===== config.mk =====
export PLATFORM = sky130hd
export DESIGN_NAME = rtc_regblock
export DESIGN_NICKNAME = d
export VERILOG_FILES = /design/src/rtl/rtc_pkg.sv /design/src/rtl/rtc_time_core.sv /design/src/rtl/rtc_irq_ctrl.sv /design/src/rtl/rtc_regblock.sv
export SDC_FILE = /design/constraint.sdc
export NUM_CORES = 1
export LEC_CHECK = 0
export ABC_AREA = 1
export BUFFER_PORTS_ARGS = -buffer_cell sky130_fd_sc_hd__buf_2
export CAP_MARGIN = 20
export CORE_MARGIN = 3
export CORE_UTILIZATION = 31
export CTS_BUF_LIST = sky130_fd_sc_hd__clkbuf_4
export DETAILED_ROUTE_END_ITERATION = 12
export PLACE_DENSITY = 0.54
export SLEW_MARGIN = 10
export SYNTH_ARGS = -nofsm -noshare
export SYNTH_HDL_FRONTEND = slang
export SYNTH_SLANG_ARGS = --single-unit

===== constraint.sdc =====
create_clock -name clk -period 2.47 [get_ports clk]
set_input_delay 0.1235 -clock clk [delete_from_list [all_inputs] [get_ports clk]]
set_output_delay 0.1235 -clock clk [all_outputs]
set_load 0.05 [all_outputs]

===== src/rtl/rtc_pkg.sv =====
package rtc_pkg;
    localparam int ADDR_W   = 6;
    localparam int DATA_W   = 32;
    localparam int STAT_W   = 16;
    localparam int SMP_N    = 8;

    localparam logic [ADDR_W-1:0] OFF_HM   = 6'h00;
    localparam logic [ADDR_W-1:0] OFF_SEC  = 6'h04;
    localparam logic [ADDR_W-1:0] OFF_AHM  = 6'h08;
    localparam logic [ADDR_W-1:0] OFF_ASEC = 6'h0C;
    localparam logic [ADDR_W-1:0] OFF_CTRL = 6'h10;
    localparam logic [ADDR_W-1:0] OFF_STAT = 6'h14;
    localparam logic [ADDR_W-1:0] OFF_IEN  = 6'h18;
    localparam logic [ADDR_W-1:0] OFF_DAY  = 6'h20;
    localparam logic [ADDR_W-1:0] OFF_ADAY = 6'h24;

    localparam int ST_ALARM = 2;
    localparam int ST_1HZ   = 4;
    localparam int ST_2HZ   = 7;
    localparam int ST_SMP0  = 8;
    localparam logic [STAT_W-1:0] STAT_MASK = 16'hFF94;

    localparam int CTRL_RUN  = 7;
    localparam int CTRL_SELL = 5;

    localparam logic [5:0] SEC_TOP = 6'd59;
    localparam logic [5:0] MIN_TOP = 6'd59;
    localparam logic [4:0] HR_TOP  = 5'd23;

    typedef struct packed {
        logic [4:0] hr;
        logic [5:0] mn;
        logic [5:0] sc;
    } hms_t;
endpackage


===== src/rtl/rtc_time_core.sv =====
module rtc_time_core
    import rtc_pkg::*;
#(
    parameter int DAY_W = 16
) (
    input  logic             clk,
    input  logic             rst_n,
    input  logic             run,
    input  logic             wr_hm,
    input  logic             wr_sec,
    input  logic             wr_day,
    input  logic [4:0]       wd_hr,
    input  logic [5:0]       wd_mn,
    input  logic [5:0]       wd_sc,
    input  logic [DAY_W-1:0] wd_day,
    output hms_t             hms_q,
    output logic [DAY_W-1:0] day_q,
    output hms_t             hms_inc,
    output logic [DAY_W-1:0] day_inc,
    output logic             adv
);
    typedef struct packed {
        hms_t             hms;
        logic [DAY_W-1:0] day;
    } tstate_t;

    tstate_t st_d, st_q;
    logic    c_mn, c_hr, c_day, any_wr;

    always_comb begin
        c_mn       = st_q.hms.sc >= SEC_TOP;
        c_hr       = c_mn && (st_q.hms.mn >= MIN_TOP);
        c_day      = c_hr && (st_q.hms.hr >= HR_TOP);
        hms_inc.sc = c_mn ? 6'd0 : st_q.hms.sc + 6'd1;
        hms_inc.mn = c_hr ? 6'd0 : (c_mn ? st_q.hms.mn + 6'd1 : st_q.hms.mn);
        hms_inc.hr = c_day ? 5'd0 : (c_hr ? st_q.hms.hr + 5'd1 : st_q.hms.hr);
        day_inc    = st_q.day + DAY_W'(c_day);
        any_wr     = wr_hm | wr_sec | wr_day;
        adv        = run & ~any_wr;

        st_d = st_q;
        if (adv) begin
            st_d.hms = hms_inc;
            st_d.day = day_inc;
        end
        if (wr_hm) begin
            st_d.hms.hr = wd_hr;
            st_d.hms.mn = wd_mn;
        end
        if (wr_sec) st_d.hms.sc = wd_sc;
        if (wr_day) st_d.day    = wd_day;
    end

    always_ff @(posedge clk or negedge rst_n) begin
        if (!rst_n) st_q <= '0;
        else        st_q <= st_d;
    end

    assign hms_q = st_q.hms;
    assign day_q = st_q.day;

    assert_sec_wrap_R3: assert property (@(posedge clk) disable iff (!rst_n)
        (run && !any_wr && st_q.hms.sc == SEC_TOP) |=> (st_q.hms.sc == 6'd0));

    assert_hold_idle_R3: assert property (@(posedge clk) disable iff (!rst_n)
        (!run && !any_wr) |=> $stable(st_q));

    assert_write_wins_R5: assert property (@(posedge clk) disable iff (!rst_n)
        wr_sec |=> (st_q.hms.sc == $past(wd_sc)));
endmodule


===== src/rtl/rtc_irq_ctrl.sv =====
module rtc_irq_ctrl
    import rtc_pkg::*;
(
    input  logic              clk,
    input  logic              rst_n,
    input  logic [STAT_W-1:0] ev,
    input  logic              clr_wr,
    input  logic              en_wr,
    input  logic [STAT_W-1:0] wd,
    output logic [STAT_W-1:0] stat_q,
    output logic [STAT_W-1:0] en_q,
    output logic              irq
);
    typedef struct packed {
        logic [STAT_W-1:0] stat;
        logic [STAT_W-1:0] en;
    } istate_t;

    istate_t is_d, is_q;
    logic [STAT_W-1:0] clr_mask;

    always_comb begin
        clr_mask    = clr_wr ? wd : '0;
        is_d.stat   = ((is_q.stat & ~clr_mask) | ev) & STAT_MASK;
        is_d.en     = en_wr ? (wd & STAT_MASK) : is_q.en;
    end

    always_ff @(posedge clk or negedge rst_n) begin
        if (!rst_n) is_q <= '0;
        else        is_q <= is_d;
    end

    assign stat_q = is_q.stat;
    assign en_q   = is_q.en;
    assign irq    = |(is_q.stat & is_q.en);

    assert_clear_all_R8: assert property (@(posedge clk) disable iff (!rst_n)
        (clr_wr && wd == '1 && ev == '0) |=> (stat_q == '0));

    assert_tick_sets_R7: assert property (@(posedge clk) disable iff (!rst_n)
        ev[ST_1HZ] |=> stat_q[ST_1HZ]);
endmodule


===== src/rtl/rtc_regblock.sv =====
module rtc_regblock
    import rtc_pkg::*;
#(
    parameter int DAY_W = 16
) (
    input  logic              clk,
    input  logic              rst_n,
    input  logic              tick_1hz,
    input  logic              tick_2hz,
    input  logic [SMP_N-1:0]  tick_smp,
    input  logic              wr_en,
    input  logic [ADDR_W-1:0] addr,
    input  logic [DATA_W-1:0] wdata,
    output logic [DATA_W-1:0] rdata,
    output logic              irq
);
    typedef struct packed {
        logic             run;
        logic [1:0]       csel;
        hms_t             a_hms;
        logic [DAY_W-1:0] a_day;
    } rstate_t;

    rstate_t rs_d, rs_q;

    hms_t              hms_q, hms_inc;
    logic [DAY_W-1:0]  day_q, day_inc;
    logic              adv, alarm_ev;
    logic [STAT_W-1:0] ev, stat_q, en_q;
    logic [3:0]        widx;
    logic              w_hm, w_sec, w_ahm, w_asec, w_ctrl, w_stat, w_ien, w_day, w_aday;
    logic              unused_bits;

    assign unused_bits = ^{addr[1:0], wdata[31:16]};
    assign widx        = addr[5:2];

    always_comb begin
        w_hm   = wr_en && widx == OFF_HM[5:2];
        w_sec  = wr_en && widx == OFF_SEC[5:2];
        w_ahm  = wr_en && widx == OFF_AHM[5:2];
        w_asec = wr_en && widx == OFF_ASEC[5:2];
        w_ctrl = wr_en && widx == OFF_CTRL[5:2];
        w_stat = wr_en && widx == OFF_STAT[5:2];
        w_ien  = wr_en && widx == OFF_IEN[5:2];
        w_day  = wr_en && widx == OFF_DAY[5:2];
        w_aday = wr_en && widx == OFF_ADAY[5:2];
    end

    rtc_time_core #(.DAY_W(DAY_W)) u_time (
        .clk     (clk),
        .rst_n   (rst_n),
        .run     (rs_q.run & tick_1hz),
        .wr_hm   (w_hm),
        .wr_sec  (w_sec),
        .wr_day  (w_day),
        .wd_hr   (wdata[12:8]),
        .wd_mn   (wdata[5:0]),
        .wd_sc   (wdata[5:0]),
        .wd_day  (wdata[DAY_W-1:0]),
        .hms_q   (hms_q),
        .day_q   (day_q),
        .hms_inc (hms_inc),
        .day_inc (day_inc),
        .adv     (adv)
    );

    always_comb begin
        alarm_ev             = adv && (hms_inc == rs_q.a_hms) && (day_inc == rs_q.a_day);
        ev                   = '0;
        ev[ST_ALARM]         = alarm_ev;
        ev[ST_1HZ]           = tick_1hz;
        ev[ST_2HZ]           = tick_2hz;
        ev[ST_SMP0 +: SMP_N] = tick_smp;
    end

    rtc_irq_ctrl u_irq (
        .clk    (clk),
        .rst_n  (rst_n),
        .ev     (ev),
        .clr_wr (w_stat),
        .en_wr  (w_ien),
        .wd     (wdata[STAT_W-1:0]),
        .stat_q (stat_q),
        .en_q   (en_q),
        .irq    (irq)
    );

    always_comb begin
        rs_d = rs_q;
        if (w_ctrl) begin
            rs_d.run  = wdata[CTRL_RUN];
            rs_d.csel = wdata[CTRL_SELL +: 2];
        end
        if (w_ahm) begin
            rs_d.a_hms.hr = wdata[12:8];
            rs_d.a_hms.mn = wdata[5:0];
        end
        if (w_asec) rs_d.a_hms.sc = wdata[5:0];
        if (w_aday) rs_d.a_day    = wdata[DAY_W-1:0];
    end

    always_ff @(posedge clk or negedge rst_n) begin
        if (!rst_n) rs_q <= '0;
        else        rs_q <= rs_d;
    end

    always_comb begin
        rdata = '0;
        case ({widx, 2'b00})
            OFF_HM:   rdata = {19'd0, hms_q.hr, 2'd0, hms_q.mn};
            OFF_SEC:  rdata = {26'd0, hms_q.sc};
            OFF_AHM:  rdata = {19'd0, rs_q.a_hms.hr, 2'd0, rs_q.a_hms.mn};
            OFF_ASEC: rdata = {26'd0, rs_q.a_hms.sc};
            OFF_CTRL: rdata = {24'd0, rs_q.run, rs_q.csel, 5'd0};
            OFF_STAT: rdata = {16'd0, stat_q};
            OFF_IEN:  rdata = {16'd0, en_q};
            OFF_DAY:  rdata = DATA_W'(day_q);
            OFF_ADAY: rdata = DATA_W'(rs_q.a_day);
            default:  rdata = '0;
        endcase
    end

    assert_alarm_on_tick_R6: assert property (@(posedge clk) disable iff (!rst_n)
        $rose(stat_q[ST_ALARM]) |-> $past(tick_1hz && rs_q.run));

    assert_irq_mask_R9: assert property (@(posedge clk) disable iff (!rst_n)
        (en_q == '0) |-> !irq);
endmodule


# [Word level (Yosys, flattened, before mapping)]
# Cells that the tools add are included.
[classes] addsub=4 order_cmp=3 n_eq_ne=10 mux=11 bitwise=9 n_reduce_logical=18
[op_table] cell="$pmux W16 S9" n=1
[op_table] cell="$mux W33" n=1
[op_table] cell="$and A16 B16 Y16" n=2
[op_table] cell="$mux W16" n=2
[op_table] cell="$mux W6" n=4
[op_table] cell="$eq A17 B17 Y1" n=1
[op_table] cell="$add A16 B1 Y16" n=1
[op_table] cell="$eq A16 B16 Y1" n=1
[op_table] cell="$not A16 Y16" n=1
[op_table] cell="$or A16 B16 Y16" n=1
[op_table] cell="$reduce_or A16 Y1" n=1
[op_table] cell="$logic_and A1 B1 Y1" n=13
[op_table] cell="$add A6 B1 Y6 const B" n=2
[op_table] cell="$eq A4 B3 Y1 const B" n=3
[op_table] cell="$ge A6 B6 Y1 const B" n=2
[op_table] cell="$mux W11" n=1
[op_table] cell="$mux W5" n=2
[op_table] cell="$eq A4 B2 Y1 const B" n=2
[op_table] cell="$eq A4 B4 Y1 const B" n=2
[op_table] cell="$reduce_bool A2 Y1" n=3
[op_table] cell="$add A5 B1 Y5 const B" n=1
[op_table] cell="$ge A5 B5 Y1 const B" n=1
[op_table] cell="$eq A4 B1 Y1 const B" n=1
[op_table] cell="$logic_not A4 Y1" n=1
[op_table] cell="3 further kinds" n=5
[word_totals] ff_bits=91 output_inout_bits=33 wordCells=67

# [Longest topological paths before layout]
[depth] word_depth=9 depth_mapped=22 ltp_nobuf=22

# [By module]
# A second synthesis with hierarchy kept.
[hier_totals] hier_cells=945 area_unflattened_um2=6497.5
[by_module_without_submodules] module="rtc_regblock" n_inst=1 cells_each=474 area_per_inst_um2=2966.6 seq_area_each_um2=900.9
[by_module_without_submodules] module="rtc_time_core" n_inst=1 cells_each=382 area_per_inst_um2=2519.9 seq_area_each_um2=825.8
[by_module_without_submodules] module="rtc_irq_ctrl" n_inst=1 cells_each=89 area_per_inst_um2=1011.0 seq_area_each_um2=550.5

# [Least setup slack after synthesis]
# No wires, ideal clock.
[synth_path] path_kind="flip-flop to flip-flop" start="reg u_time.st_q (netlist bit u_time.hms_q[6])" end="reg u_irq.is_q (netlist bit u_irq.stat_q[2])" arrival_ns=2.576 t_required_ns=2.405 slack_ns=-0.172 stages_incl_launch_ff=22 n_path_buf=0 cell_sequence="dfrtp_1 > ha_1 > nor2_2 > nor2_2 > nand2_4 > clkinv_4 > nand2_4 > inv_1 > ha_1 > ha_1 > nand2_4 > nor2_4 > nand2_1 > nor2_1 > nand2_1 > nand2_1 > nand2_1 > nand2_1 > nand3_1 > nor3_2 > nand3_1 > nand2_1"
[synth_lines] element="start, declared" line="rtc_time_core.sv:27" rtl="tstate_t st_d, st_q;"
[synth_lines] element="start signal, assigned" line="rtc_time_core.sv:56" rtl="else st_q <= st_d;"
[synth_lines] element="end signal, assigned" line="rtc_irq_ctrl.sv:30" rtl="else is_q <= is_d;"
[synth_lines] element="end, declared" line="rtc_irq_ctrl.sv:19" rtl="istate_t is_d, is_q;"

==> metrics <==
run status finished with violations; failing checks setup timing; Async S/R FF share, synth 1.00; RSZ-0062 raised after global routing yes; total of max-cap violations 0; Distinct cells, synth 46; grt ovf 0; Setup Skew between 0.02 and 0.03 ns; routed vias roughly 6000; DR DRC count 0; reg2reg path depth 19; layout cells sized above 1 0.222; post-DR vias/cell approximately 5.2; combinational power share 0.471; CTS buffer count 9; Worst EP arrival approximately 3.0 ns; post-place setup slack -0.201 ns; register share of total power 0.380; Die Height ~140 µm; Hold EP rs_q[32]; min-delay src wdata[12]; Tot Pwr ~6 mW; CP cell instances ha_2 > nor2_4 > nor2_4 > nand2_4 > clkinv_4 > nand2_4 > inv_4 > ha_4 > ha_4 > nand2_4 > nor2_4 > buf_12 > buf_12 > nand3_4 > xnor3_1 > nand3_2 > nor3_2 > nand3_1 > nand2_1; worst-case vdd ir drop between 0.0002 and 0.0003 V; crit end category flip-flop; Crit path buffers/inverters 4; Max Fanout on Critical Path 5; NetSw about 2.7 mW; Worst EP required between 2 and 3 ns; Final Hold Viols 0; family with the most delay on the worst path simple AND/OR/NAND/NOR gates; Routed Antenna Nets 0; Post-synth EDFFs 0; CP max stage cell dfrtp_1; Worst Hold Depth 3; Final Wtd Congestion 0.919; Syn Std Cell Area about 5900 µm²; H-tree Lvls 3; n_diodes 0; Clock Power Share 0.149; Die ar. between 20000 and 25000 µm²; post-route minimum period between 2 and 3 ns; Worst R2R Start u_time.hms_q[1]; Max Fclk between 300 and 400 MHz; Post-synth top flop dfrtp_1; Boundary Pins 84; Layout area overhead 24.8%; max-slew violations 0; Max clock buf depth 2; type of origin of the critical path flip-flop; WL/cell between 15 and 20 µm; clk_lat worst skew ~0.50 ns; Synth Register Bits 91; Util after Layout 0.403; die width roughly 140 µm; leakage power between 3 and 4 nW; cell internal pwr approximately 3.3 mW; first-pass GRT wire length around 33000 µm; Mapped Cells 818; drt first-iter violations around 510; Worst R2R End u_irq.stat_q[2]; Worst slew margin 0.433; drt pass-1 iters 5; P per Cell Area 813 nW/µm²; R2R Setup Slk -0.12 ns; Yosys warning count 0; crit share post-route 1.05; gr usage total 0.208; FP Rows 49; Worst-Margin Slew 0.847 ns; core area 18400 µm²; pin count of the biggest net entering global routing 40; post-DP HPWL ~15000 µm; final worst slack -0.115 ns; clk sinks 91; clock root cell clkbuf_4; Post-layout nets 1002; clock-pin slew on the worst setup and hold paths 0.16 ns; average cell area after synthesis approximately 7.3 µm²; sequential fraction of the synthesis area 0.384; critical path class reg -> reg; Initial Util 0.323; max incr delay on CP between 0.3 and 0.4 ns; wirelength, routed between 20000 and 25000 µm; Final setup viols 1; Switching Fraction 0.452; worst hold path type in -> reg; vias in the first global route between 5000 and 6000; CTS tree built; Buffers on Ports 49; initial antenna violation count 0
==> placed cells by master (no fill, tap or decap), drive strengths merged, types with 2 or more instances in the layout <==
cell and instances:
a21oi 5, nand3 67, dfrtp 91, o21ai 71
nor3 5, o221ai 37, dlygate4sd3 21, clkbuf 9
a221oi 10, ha 5, inv 111, conb 16
xor2 5, a211oi 2, nand2 265, buf 122
o2111ai 2, o22ai 11, o211ai 3, nor2 53
nand3b 3, a22oi 4, a221o 2, clkinv 6
nand4 15
==> stage by stage <==
stage	std cells	area (µm²)	hold slack [ns]	setup TNS, ns
after global placement	1129	6780	0.128	-0.223
after CTS	1174	7260	0.00208	-0.0617
final	1180	7400	0.0142	-0.115
after detailed placement	1129	6780	0.137	-0.285
after global routing	1180	7400	0.00538	-0.406
after floorplan	833	6030	-0.172	0
==> synth_stat cells, types with 3 or more instances <==
master,number,area share
a221oi_1,10,0.015
nor2_2,8,0.0084
o221ai_1,37,0.055
nor2_1,41,0.026
o211ai_1,3,0.0038
xor2_1,5,0.0074
nand4_1,15,0.016
nor2_4,4,0.0076
buf_2,6,0.0051
a22oi_1,4,0.0051
inv_1,106,0.067
inv_2,3,0.0019
dfrtp_1,91,0.38
clkbuf_1,15,0.0095
nand2_1,253,0.16
nand3_2,6,0.010
nor3_1,3,0.0025
buf_4,17,0.022
o21ai_0,61,0.051
a21oi_1,5,0.0042
nand3_1,60,0.051
nand2_2,9,0.0095
o22ai_1,11,0.012
nand3b_1,3,0.0038
nand2_4,3,0.0057
o21ai_1,9,0.0076
ha_1,5,0.011
==> routing by layer <==
metal / global-route usage / part of all wire / vias up
met5: 0 / 0 / -
met4: 0.0717 / 0.027 / 0
met3: 0.0394 / 0.052 / 42
met2: 0.325 / 0.46 / 195
met1: 0.291 / 0.46 / 2894
li1: - / - / 2962
==> cell type report <==
type | count | area [µm²]
clock buffer | 9 | 67.6
clock inverter | 7 | 67.6
fill | 1953 | 11000
inverter | 112 | 428
multi-input combinational | 589 | 3220
sequential | 91 | 2280
tap | 229 | 287
timing repair buffer | 143 | 1060
==> sequential cells by signal (all words and copies together) (netlist names) <==
signal,count
u_irq.en_q,11
u_time.day_q,16
rs_q,36
u_irq.stat_q,11
u_time.hms_q,17
==> power by group through the flow <==
stage	logic, mW	clock network, mW	registers, mW
after floorplan	1.74	0	2.23
final	2.83	0.900	2.29
after global routing	3.16	0.976	2.34
after detailed placement	2.63	0	2.29
after global placement	2.64	0	2.29
after CTS	2.74	0.908	2.28
==> worst reg2reg max path, delay by kind of cell (launching register included) <==
family,cells,cell delay [ns]
and+or+nand+nor,11,0.99
adders and majority gates,3,0.55
buffers and inverters,4,0.34
DFF,1,0.39
xor gates and xnor gates,1,0.27
==> what timing repair did <==
action	CTS	global route
setup buffers	8	7
hold buffers	21	0
gates resized for setup	19	21
hold endpoints to repair	59	0
pin swaps	15	18
setup endpoints to repair	2	8
==> worst max-delay path by stage <==
| stage | depth (start not counted) | slack [ns] | startpoint | end |
|---|---|---|---|---|
| after floorplan | 21 | 0.02 | u_time.hms_q[0] | u_irq.stat_q[2] |
| after global placement | 21 | -0.11 | u_time.hms_q[13] | u_irq.stat_q[2] |
| after detailed placement | 21 | -0.20 | u_time.hms_q[13] | u_irq.stat_q[2] |
| after CTS | 21 | -0.06 | u_time.hms_q[13] | u_irq.stat_q[2] |
| after global routing | 21 | -0.29 | u_time.hms_q[6] | u_irq.stat_q[2] |
| final | 19 | -0.12 | u_time.hms_q[1] | u_irq.stat_q[2] |
==> logic make-up (layout without fill, tap and decap cells) <==
| kind of cell | count (synthesis) | in the layout | synth area share |
|---|---|---|---|
| AOI/OAI and AO/OA | 150 | 150 | 0.168 |
| DFF | 91 | 91 | 0.384 |
| adders and majority gates | 5 | 5 | 0.0105 |
| buffers and inverters | 153 | 271 | 0.112 |
| and+or+nand+nor | 410 | 410 | 0.308 |
| other | 1 | 16 | 0.000632 |
| xor gates and xnor gates | 8 | 8 | 0.0167 |
No activity file was read; power rests on OpenSTA's default activity.
